File: src/rtl/ptt_pkg.sv
// Shared constants and types for the periodic tick timer.
// Assumes word-aligned byte offsets on a 32-bit register bus.
package ptt_pkg;
    localparam int unsigned BIT_EN   = 0;
    localparam int unsigned BIT_IE   = 1;
    localparam int unsigned BIT_SRC  = 2;
    localparam int unsigned BIT_FLAG = 16;

    // Register selected by bus_addr[3:2]
    typedef enum logic [1:0] {
        REG_CTRL    = 2'd0,
        REG_RELOAD  = 2'd1,
        REG_CURRENT = 2'd2,
        REG_CALIB   = 2'd3
    } reg_sel_e;

    // Writable control bits, packed to match bit positions 2..0
    typedef struct packed {
        logic src;
        logic ie;
        logic en;
    } ctrl_t;
endpackage

File: src/rtl/ptt_step.sv
// Tick qualifier: decides in which cycles the counter may step.
// Assumes ref_tick is already synchronous to clk and one cycle wide.
module ptt_step (
    input  logic clk,
    input  logic rst_n,
    input  logic en,
    input  logic src_core,
    input  logic ref_tick,
    input  logic hold,
    output logic step
);
    // A step needs the enable, no competing bus write, and a tick of the chosen source
    always_comb begin
        step = en && !hold && (src_core || ref_tick);
    end

    // with the reference source, no step without a reference tick
    a_r3_ref_gates_step: assert property (@(posedge clk) disable iff (!rst_n)
        (!src_core && !ref_tick) |-> !step);
endmodule

File: src/rtl/ptt_core.sv
// Down-counter datapath. Loads on request or on expiry, otherwise steps down.
// Assumes load and step are never both acted on (load has priority).
module ptt_core #(
    parameter int unsigned CNT_W = 24
) (
    input  logic             clk,
    input  logic             rst_n,
    input  logic             step,
    input  logic             load,
    input  logic [CNT_W-1:0] reload_val,
    output logic [CNT_W-1:0] cur_val,
    output logic             expire
);
    logic [CNT_W-1:0] cur_q;

    // Expiry is a tick that finds the counter at zero
    always_comb begin
        expire = step && !load && (cur_q == '0);
    end

    // Counter register update
    always_ff @(posedge clk) begin
        if (!rst_n) begin
            cur_q <= '0;
        end else if (load || expire) begin
            cur_q <= reload_val;
        end else if (step) begin
            cur_q <= cur_q - CNT_W'(1);
        end
    end

    assign cur_val = cur_q;

    // a non-expiring tick lowers the count by one
    a_r3_decrement: assert property (@(posedge clk) disable iff (!rst_n)
        (step && !load && cur_q != '0) |=> cur_q == $past(cur_q) - CNT_W'(1));
    // without tick or load the count holds
    a_r12_freeze: assert property (@(posedge clk) disable iff (!rst_n)
        (!step && !load) |=> $stable(cur_q));
    // a load request takes the reload value
    a_r11_load: assert property (@(posedge clk) disable iff (!rst_n)
        load |=> cur_q == $past(reload_val));
    // expiry reloads
    a_r4_expire_reload: assert property (@(posedge clk) disable iff (!rst_n)
        expire |=> cur_q == $past(reload_val));
endmodule

File: src/rtl/ptt_regs.sv
// Register file and bus decode: control bits, sticky flag, reload value,
// read-back mux and the registered interrupt pulse.
// Assumes single-cycle accesses; read data is combinational from state.
module ptt_regs
    import ptt_pkg::*;
#(
    parameter int unsigned CNT_W     = 24,
    parameter int unsigned DATA_W    = 32,
    parameter int unsigned ADDR_W    = 4,
    parameter int unsigned CAL_VALUE = 10000
) (
    input  logic              clk,
    input  logic              rst_n,
    input  logic              bus_sel,
    input  logic              bus_wr,
    input  logic [ADDR_W-1:0] bus_addr,
    input  logic [DATA_W-1:0] bus_wdata,
    output logic [DATA_W-1:0] bus_rdata,
    input  logic [CNT_W-1:0]  cur_val,
    input  logic              expire,
    output ctrl_t             ctrl,
    output logic [CNT_W-1:0]  reload_val,
    output logic              load,
    output logic              hold,
    output logic              irq
);
    localparam logic [DATA_W-1:0] CAL_WORD = DATA_W'(CAL_VALUE);

    ctrl_t            ctrl_q;
    logic             flag_q;
    logic [CNT_W-1:0] reload_q;
    logic             irq_q;
    logic             addr_ok;
    reg_sel_e         rsel;
    logic             wr_ctl, wr_rel, wr_cur, rd_ctl, rd_cur, rd_cal;
    ctrl_t            wctrl;

    // Address decode and access strobes
    always_comb begin
        addr_ok = ((bus_addr >> 4) == '0) && (bus_addr[1:0] == 2'b00);
        rsel    = reg_sel_e'(bus_addr[3:2]);
        wr_ctl  = bus_sel &&  bus_wr && addr_ok && rsel == REG_CTRL;
        wr_rel  = bus_sel &&  bus_wr && addr_ok && rsel == REG_RELOAD;
        wr_cur  = bus_sel &&  bus_wr && addr_ok && rsel == REG_CURRENT;
        rd_ctl  = bus_sel && !bus_wr && addr_ok && rsel == REG_CTRL;
        rd_cur  = bus_sel && !bus_wr && addr_ok && rsel == REG_CURRENT;
        rd_cal  = bus_sel && !bus_wr && addr_ok && rsel == REG_CALIB;
        wctrl   = ctrl_t'(bus_wdata[BIT_SRC:BIT_EN]);
    end

    // Counter requests: reload on current write or source change; writes hold the count
    always_comb begin
        load = wr_cur || (wr_ctl && (wctrl.src != ctrl_q.src));
        hold = wr_ctl || wr_cur;
    end

    // Control bits; a one-shot expiry clears the enable
    always_ff @(posedge clk) begin
        if (!rst_n) begin
            ctrl_q <= '0;
        end else if (wr_ctl) begin
            ctrl_q <= wctrl;
        end else if (expire && reload_q == '0) begin
            ctrl_q.en <= 1'b0;
        end
    end

    // Sticky flag: current write clears, expiry sets, status read clears
    always_ff @(posedge clk) begin
        if (!rst_n) begin
            flag_q <= 1'b0;
        end else if (wr_cur) begin
            flag_q <= 1'b0;
        end else if (expire) begin
            flag_q <= 1'b1;
        end else if (rd_ctl) begin
            flag_q <= 1'b0;
        end
    end

    // Reload value register, low bits only
    always_ff @(posedge clk) begin
        if (!rst_n) begin
            reload_q <= '0;
        end else if (wr_rel) begin
            reload_q <= bus_wdata[CNT_W-1:0];
        end
    end

    // One-cycle interrupt pulse after an enabled expiry
    always_ff @(posedge clk) begin
        if (!rst_n) begin
            irq_q <= 1'b0;
        end else begin
            irq_q <= expire && ctrl_q.ie;
        end
    end

    // Read-back mux
    always_comb begin
        bus_rdata = '0;
        if (bus_sel && !bus_wr && addr_ok) begin
            unique case (rsel)
                REG_CTRL: begin
                    bus_rdata[BIT_SRC:BIT_EN] = ctrl_q;
                    bus_rdata[BIT_FLAG]       = flag_q;
                end
                REG_RELOAD:  bus_rdata[CNT_W-1:0] = reload_q;
                REG_CURRENT: bus_rdata[CNT_W-1:0] = ctrl_q.en ? cur_val : '0;
                REG_CALIB:   bus_rdata = CAL_WORD;
                default:     bus_rdata = '0;
            endcase
        end
    end

    assign ctrl       = ctrl_q;
    assign reload_val = reload_q;
    assign irq        = irq_q;

    // the request never stays high two cycles running
    a_r5_irq_single: assert property (@(posedge clk) disable iff (!rst_n)
        irq_q |=> !irq_q);
    // expiry leaves the flag set
    a_r4_flag_on_expire: assert property (@(posedge clk) disable iff (!rst_n)
        expire |=> flag_q);
    // current write clears the flag
    a_r7_cur_write_clears: assert property (@(posedge clk) disable iff (!rst_n)
        wr_cur |=> !flag_q);
    // a status read without expiry leaves the flag clear
    a_r6_read_clears: assert property (@(posedge clk) disable iff (!rst_n)
        (rd_ctl && !expire) |=> !flag_q);
    // control writes never alter the flag
    a_r2_flag_not_written: assert property (@(posedge clk) disable iff (!rst_n)
        wr_ctl |=> flag_q == $past(flag_q));
    // zero reload at expiry switches counting off
    a_r8_zero_reload_stops: assert property (@(posedge clk) disable iff (!rst_n)
        (expire && reload_q == '0) |=> !ctrl_q.en);
    // current reads zero while disabled
    a_r9_cur_zero_off: assert property (@(posedge clk) disable iff (!rst_n)
        (rd_cur && !ctrl_q.en) |-> bus_rdata == '0);
    // calibration word is constant
    a_r10_cal_const: assert property (@(posedge clk) disable iff (!rst_n)
        rd_cal |-> bus_rdata == CAL_WORD);
endmodule

File: src/rtl/periodic_tick_timer.sv
// Top of the periodic tick timer: register file, tick qualifier and counter.
// Assumes a synchronous active-low reset and a ref_tick synchronous to clk.
module periodic_tick_timer #(
    parameter int unsigned CNT_W     = 24,
    parameter int unsigned DATA_W    = 32,
    parameter int unsigned ADDR_W    = 4,
    parameter int unsigned CAL_VALUE = 10000
) (
    input  logic              clk,
    input  logic              rst_n,
    input  logic              ref_tick,
    input  logic              bus_sel,
    input  logic              bus_wr,
    input  logic [ADDR_W-1:0] bus_addr,
    input  logic [DATA_W-1:0] bus_wdata,
    output logic [DATA_W-1:0] bus_rdata,
    output logic              tick_irq
);
    import ptt_pkg::*;

    ctrl_t            ctrl;
    logic [CNT_W-1:0] reload_val;
    logic [CNT_W-1:0] cur_val;
    logic             load, hold, step, expire;

    ptt_regs #(
        .CNT_W(CNT_W), .DATA_W(DATA_W), .ADDR_W(ADDR_W), .CAL_VALUE(CAL_VALUE)
    ) u_regs (
        .clk(clk), .rst_n(rst_n),
        .bus_sel(bus_sel), .bus_wr(bus_wr), .bus_addr(bus_addr),
        .bus_wdata(bus_wdata), .bus_rdata(bus_rdata),
        .cur_val(cur_val), .expire(expire),
        .ctrl(ctrl), .reload_val(reload_val),
        .load(load), .hold(hold), .irq(tick_irq)
    );

    ptt_step u_step (
        .clk(clk), .rst_n(rst_n),
        .en(ctrl.en), .src_core(ctrl.src), .ref_tick(ref_tick),
        .hold(hold), .step(step)
    );

    ptt_core #(.CNT_W(CNT_W)) u_core (
        .clk(clk), .rst_n(rst_n),
        .step(step), .load(load), .reload_val(reload_val),
        .cur_val(cur_val), .expire(expire)
    );

    // a control or current write blocks the tick
    a_r14_write_blocks_tick: assert property (@(posedge clk) disable iff (!rst_n)
        (bus_sel && bus_wr && bus_addr == 4'h0) |-> !expire);
endmodule

File: config.mk
export PLATFORM = sky130hd
export DESIGN_NAME = periodic_tick_timer
export DESIGN_NICKNAME = d
export VERILOG_FILES = /design/src/rtl/ptt_pkg.sv /design/src/rtl/ptt_step.sv /design/src/rtl/ptt_core.sv /design/src/rtl/ptt_regs.sv /design/src/rtl/periodic_tick_timer.sv
export SDC_FILE = /design/constraint.sdc
export NUM_CORES = 1
export LEC_CHECK = 0
export BUFFER_PORTS_ARGS = -buffer_cell sky130_fd_sc_hd__buf_2
export CAP_MARGIN = 5
export CORE_MARGIN = 8
export CORE_UTILIZATION = 55
export DETAILED_ROUTE_END_ITERATION = 8
export HOLD_SLACK_MARGIN = 0.05
export MAX_ROUTING_LAYER = met4
export PLACE_DENSITY = 0.88
export SLEW_MARGIN = 15
export SYNTH_ARGS = -nofsm -noshare
export SYNTH_HDL_FRONTEND = slang
export SYNTH_SLANG_ARGS = --single-unit
File: constraint.sdc
create_clock -name clk -period 6.3 [get_ports clk]
set_input_delay 0.945 -clock clk [delete_from_list [all_inputs] [get_ports clk]]
set_output_delay 0.945 -clock clk [all_outputs]
set_load 0.05 [all_outputs]
==> load_flow_metrics.sql <==
INSERT INTO impl_metrics (metric_group, metric, value, unit) VALUES
('layout', 'final_area', '3641', 'µm²'),
('global_route', 'grt_util_all_layers', '24.38', '%'),
('detailed_routing', 'routed_wirelength', '10450', 'µm'),
('critical_path', 'cp_slowest_cell', 'sky130_fd_sc_hd__and2_1', ''),
('critical_path', 'critical-path-max-stage-delay', '0.80', 'ns'),
('placement', 'port_buffers', '57', ''),
('power', 'vdd_drop_max', '0.1113', 'mV'),
('run_status', 'run_status', 'completed', ''),
('power', 'power.leakage', '1.525', 'nW'),
('floorplanning', 'floorplan.io_pins', '74', ''),
('placement', 'hpwl', '7212', 'µm'),
('detailed_routing', 'drt.antenna.violating_nets', '0', ''),
('global_route', 'grt_pass1_vias', '3427', ''),
('detailed_routing', 'route.detailed.wl_per_inst', '18.69', 'µm'),
('clock_network', 'h-tree-depth', '2', ''),
('detailed_routing', 'dr_total_vias', '3646', ''),
('power', 'power-per-cell-area', '196.8', 'nW/µm²'),
('floorplanning', 'die_h', '93.60', 'µm'),
('critical_path', 'worstPathCellList', 'buf_2 > inv_1 > ha_1 > and2_1 > a22oi_1 > nor2_1 > a21oi_1 > nor2_1 > buf_2', ''),
('clock_network', 'hold_buffers', '0', ''),
('timing', 'layout_worst_path_cycle_share', '64.29', '%'),
('global_route', 'grtUsageMet1', '30.11', '%'),
('layout', 'fin_util', '61.86', '%'),
('worst_hold_path', 'hold_path_class', 'reg -> reg', ''),
('yosys', 'portion_of_synthesized_cell_area_occupied_by_the_leading_cell_type', '32.04', '%'),
('critical_path', 'critical-path-top-delay-family', 'simple AND/OR/NAND/NOR gates', ''),
('yosys', 'avg_inst_size_synth', '7.344', 'µm²'),
('yosys', 'ys.warnings.count', '0', ''),
('critical_path', 'worstReg2RegStart', 'u_core.cur_val[14]', ''),
('global_route', 'grt_first_pass_wirelength', '16840', 'µm'),
('yosys', 'netlist.top_cell.by_area', 'sky130_fd_sc_hd__dfxtp_1', ''),
('clock_network', 'cts-root-buf', 'sky130_fd_sc_hd__clkbuf_8', ''),
('yosys', 'count_of_flip_flops_with_a_built_in_enable_after_synthesis', '0', ''),
('timing', 'number_of_hold_violations_in_the_final_report', '0', ''),
('timing', 'setup_viol', '0', ''),
('timing', 'max_slew_margin', '26.20', '%'),
('timing', 'max_freq', '0.2469', 'GHz'),
('layout', 'antennaDiodeCount', '0', ''),
('clock_network', 'cts_resized', '0', ''),
('worst_hold_path', 'worst_hold_startpoint', 'u_regs.ctrl[1]', ''),
('critical_path', 'timing.rr.end', 'u_core.cur_val[17]', ''),
('layout', 'commonest_non_fill_non_tap_cell_in_the_layout', 'sky130_fd_sc_hd__nand2_1', ''),
('worst_hold_path', 'hold-path-endpoint', 'u_regs.irq', ''),
('placement', 'placed_cell_area', '3533', 'µm²'),
('clock_network', 'clkSinkCount', '53', ''),
('floorplanning', 'placeableCoreArea', '5886', 'µm²'),
('critical_path', 'kind_of_critical_path', 'in -> out', ''),
('yosys', 'ys_ff_latch', '53', ''),
('yosys', 'asyncSetResetFlopFracSynth', '0', '%'),
('yosys', 'post_synthesis_cell_area', '3312', 'µm²'),
('critical_path', 'worstSetupEndpointType', 'output port', ''),
('worst_hold_path', 'depth_of_the_worst_hold_timing_path', '2', ''),
('yosys', 'post_synth_main_area_contributors', 'sky130_fd_sc_hd__dfxtp_1, sky130_fd_sc_hd__nand2_1, sky130_fd_sc_hd__a21oi_1', ''),
('placement', 'gp_congestion', '0.9315', ''),
('layout', 'seq_area', '1061', 'µm²'),
('global_route', 'grt.busiest_layer', 'met2', ''),
('timing', 'finalSetupTns', '0', 'ns'),
('critical_path', 'critPathMaxFanout', '23', ''),
('critical_path', 'timing.critical_path.arrival', '3.11', 'ns'),
('detailed_routing', 'detail_route.iter0.violations', '508', ''),
('critical_path', 'startpoint_type', 'input pin', ''),
('global_route', 'groute.layer.met2.usage', '37.49', '%'),
('floorplanning', 'die-width', '93.60', 'µm'),
('global_route', 'congestion_overflow_gr', '0', ''),
('timing', 'final-max-slew-violation-count', '0', ''),
('timing', 'hold-worst-slack', '0.4869', 'ns'),
('yosys', 'postSynthCellCount', '451', ''),
('job', 'cap_viol_max_count', '0', ''),
('global_route', 'antenna_found_initial', '0', ''),
('yosys', 'ys_types', '62', ''),
('layout', 'multiInputGateArea', '2052', 'µm²');
==> Yosys cell counts (2+ instances only) <==
cell and n:
sky130_fd_sc_hd__o211a_1 2, sky130_fd_sc_hd__o211ai_1 4, sky130_fd_sc_hd__a31oi_1 4, sky130_fd_sc_hd__xnor2_1 2, sky130_fd_sc_hd__nor2_1 46, sky130_fd_sc_hd__ha_1 7, sky130_fd_sc_hd__nand2_1 80, sky130_fd_sc_hd__buf_2 3
sky130_fd_sc_hd__nand3_1 6, sky130_fd_sc_hd__buf_4 8, sky130_fd_sc_hd__clkbuf_1 26, sky130_fd_sc_hd__o221ai_1 3, sky130_fd_sc_hd__inv_1 6, sky130_fd_sc_hd__buf_6 2, sky130_fd_sc_hd__a211oi_1 3, sky130_fd_sc_hd__o22ai_1 10
sky130_fd_sc_hd__o21a_1 2, sky130_fd_sc_hd__a22oi_1 18, sky130_fd_sc_hd__o21ai_0 11, sky130_fd_sc_hd__a221oi_1 7, sky130_fd_sc_hd__or4_1 5, sky130_fd_sc_hd__o31a_1 3, sky130_fd_sc_hd__a21oi_1 46, sky130_fd_sc_hd__nor4_1 16
sky130_fd_sc_hd__and2_1 5, sky130_fd_sc_hd__or3_1 8, sky130_fd_sc_hd__mux2i_1 10, sky130_fd_sc_hd__nor3_1 14, sky130_fd_sc_hd__dfxtp_1 53, sky130_fd_sc_hd__or2_2 5, sky130_fd_sc_hd__nand4_1 5
==> stage by stage <==
stage / total power, mW / cells
floorplan: 0.4534 / 458
global placement: 0.4774 / 552
detailed placement: 0.4812 / 552
CTS: 0.7123 / 559
global route: 0.7401 / 559
finish: 0.7165 / 559
==> power breakdown <==
group | total [mW] | switching [mW] | leakage, nW | internal (mW)
sequential | 0.346 | 0.00650 | 0.428 | 0.339
combinational | 0.133 | 0.0868 | 1.04 | 0.0461
clock | 0.238 | 0.120 | 0.0546 | 0.118
==> worst max-delay path by stage <==
stage	startpoint	end	slack, ns	depth (start not counted)
6_report	bus_addr[2]	bus_rdata[16]	2.25	9
5_1_grt	bus_addr[2]	bus_rdata[16]	2.16	9
4_1_cts	bus_addr[2]	bus_rdata[16]	2.32	9
3_5_place_dp	bus_addr[2]	bus_rdata[16]	2.32	9
3_3_place_gp	bus_addr[2]	bus_rdata[16]	2.38	9
2_1_floorplan	bus_wr	bus_rdata[10]	2.41	5
==> final cells by class <==
type                    count  share of cell area [%]
clock inverters             2                   1.065
flip-flops and latches     53                   29.14
well taps                  75                   2.577
repair buffers             59                   8.247
inverters                   7                  0.7216
multi-input cells         358                   56.36
clock buffers               5                   1.890
==> tightest hold or removal path, delay by kind of cell, from the launching register on <==
family	cells	cell delay, ns
flip-flops	1	0.35
AND/OR/NAND/NOR	2	0.11
==> per-layer routing <==
layer	up-vias	part of all wire, %
met1	1689	40
met4	0	4.1
li1	1690	-
met5	-	0
met3	51	9.7
met2	216	46
==> registers in the layout (all words and copies together), names as in the netlist <==
register / count
u_regs.ctrl: 3
u_regs.irq: 1
u_regs.reload_val: 24
u_regs.flag_q: 1
u_core.cur_val: 24
==> cell families (layout without fill, tap and decap cells) <==
| kind of cell | after synthesis | in the layout | synth area share, % |
|---|---|---|---|
| AO/OA/AOI/OAI | 127 | 127 | 25.16 |
| XOR/XNOR | 3 | 3 | 0.7935 |
| adder cells (fa/ha/maj) | 7 | 7 | 2.644 |
| buffers and inverters | 47 | 73 | 6.800 |
| flip-flops | 53 | 53 | 32.04 |
| multiplexers | 11 | 11 | 3.362 |
| other | 1 | 8 | 0.1132 |
| AND/OR/NAND/NOR | 202 | 202 | 29.09 |
Note: power is estimated with default switching activity, not from simulation.
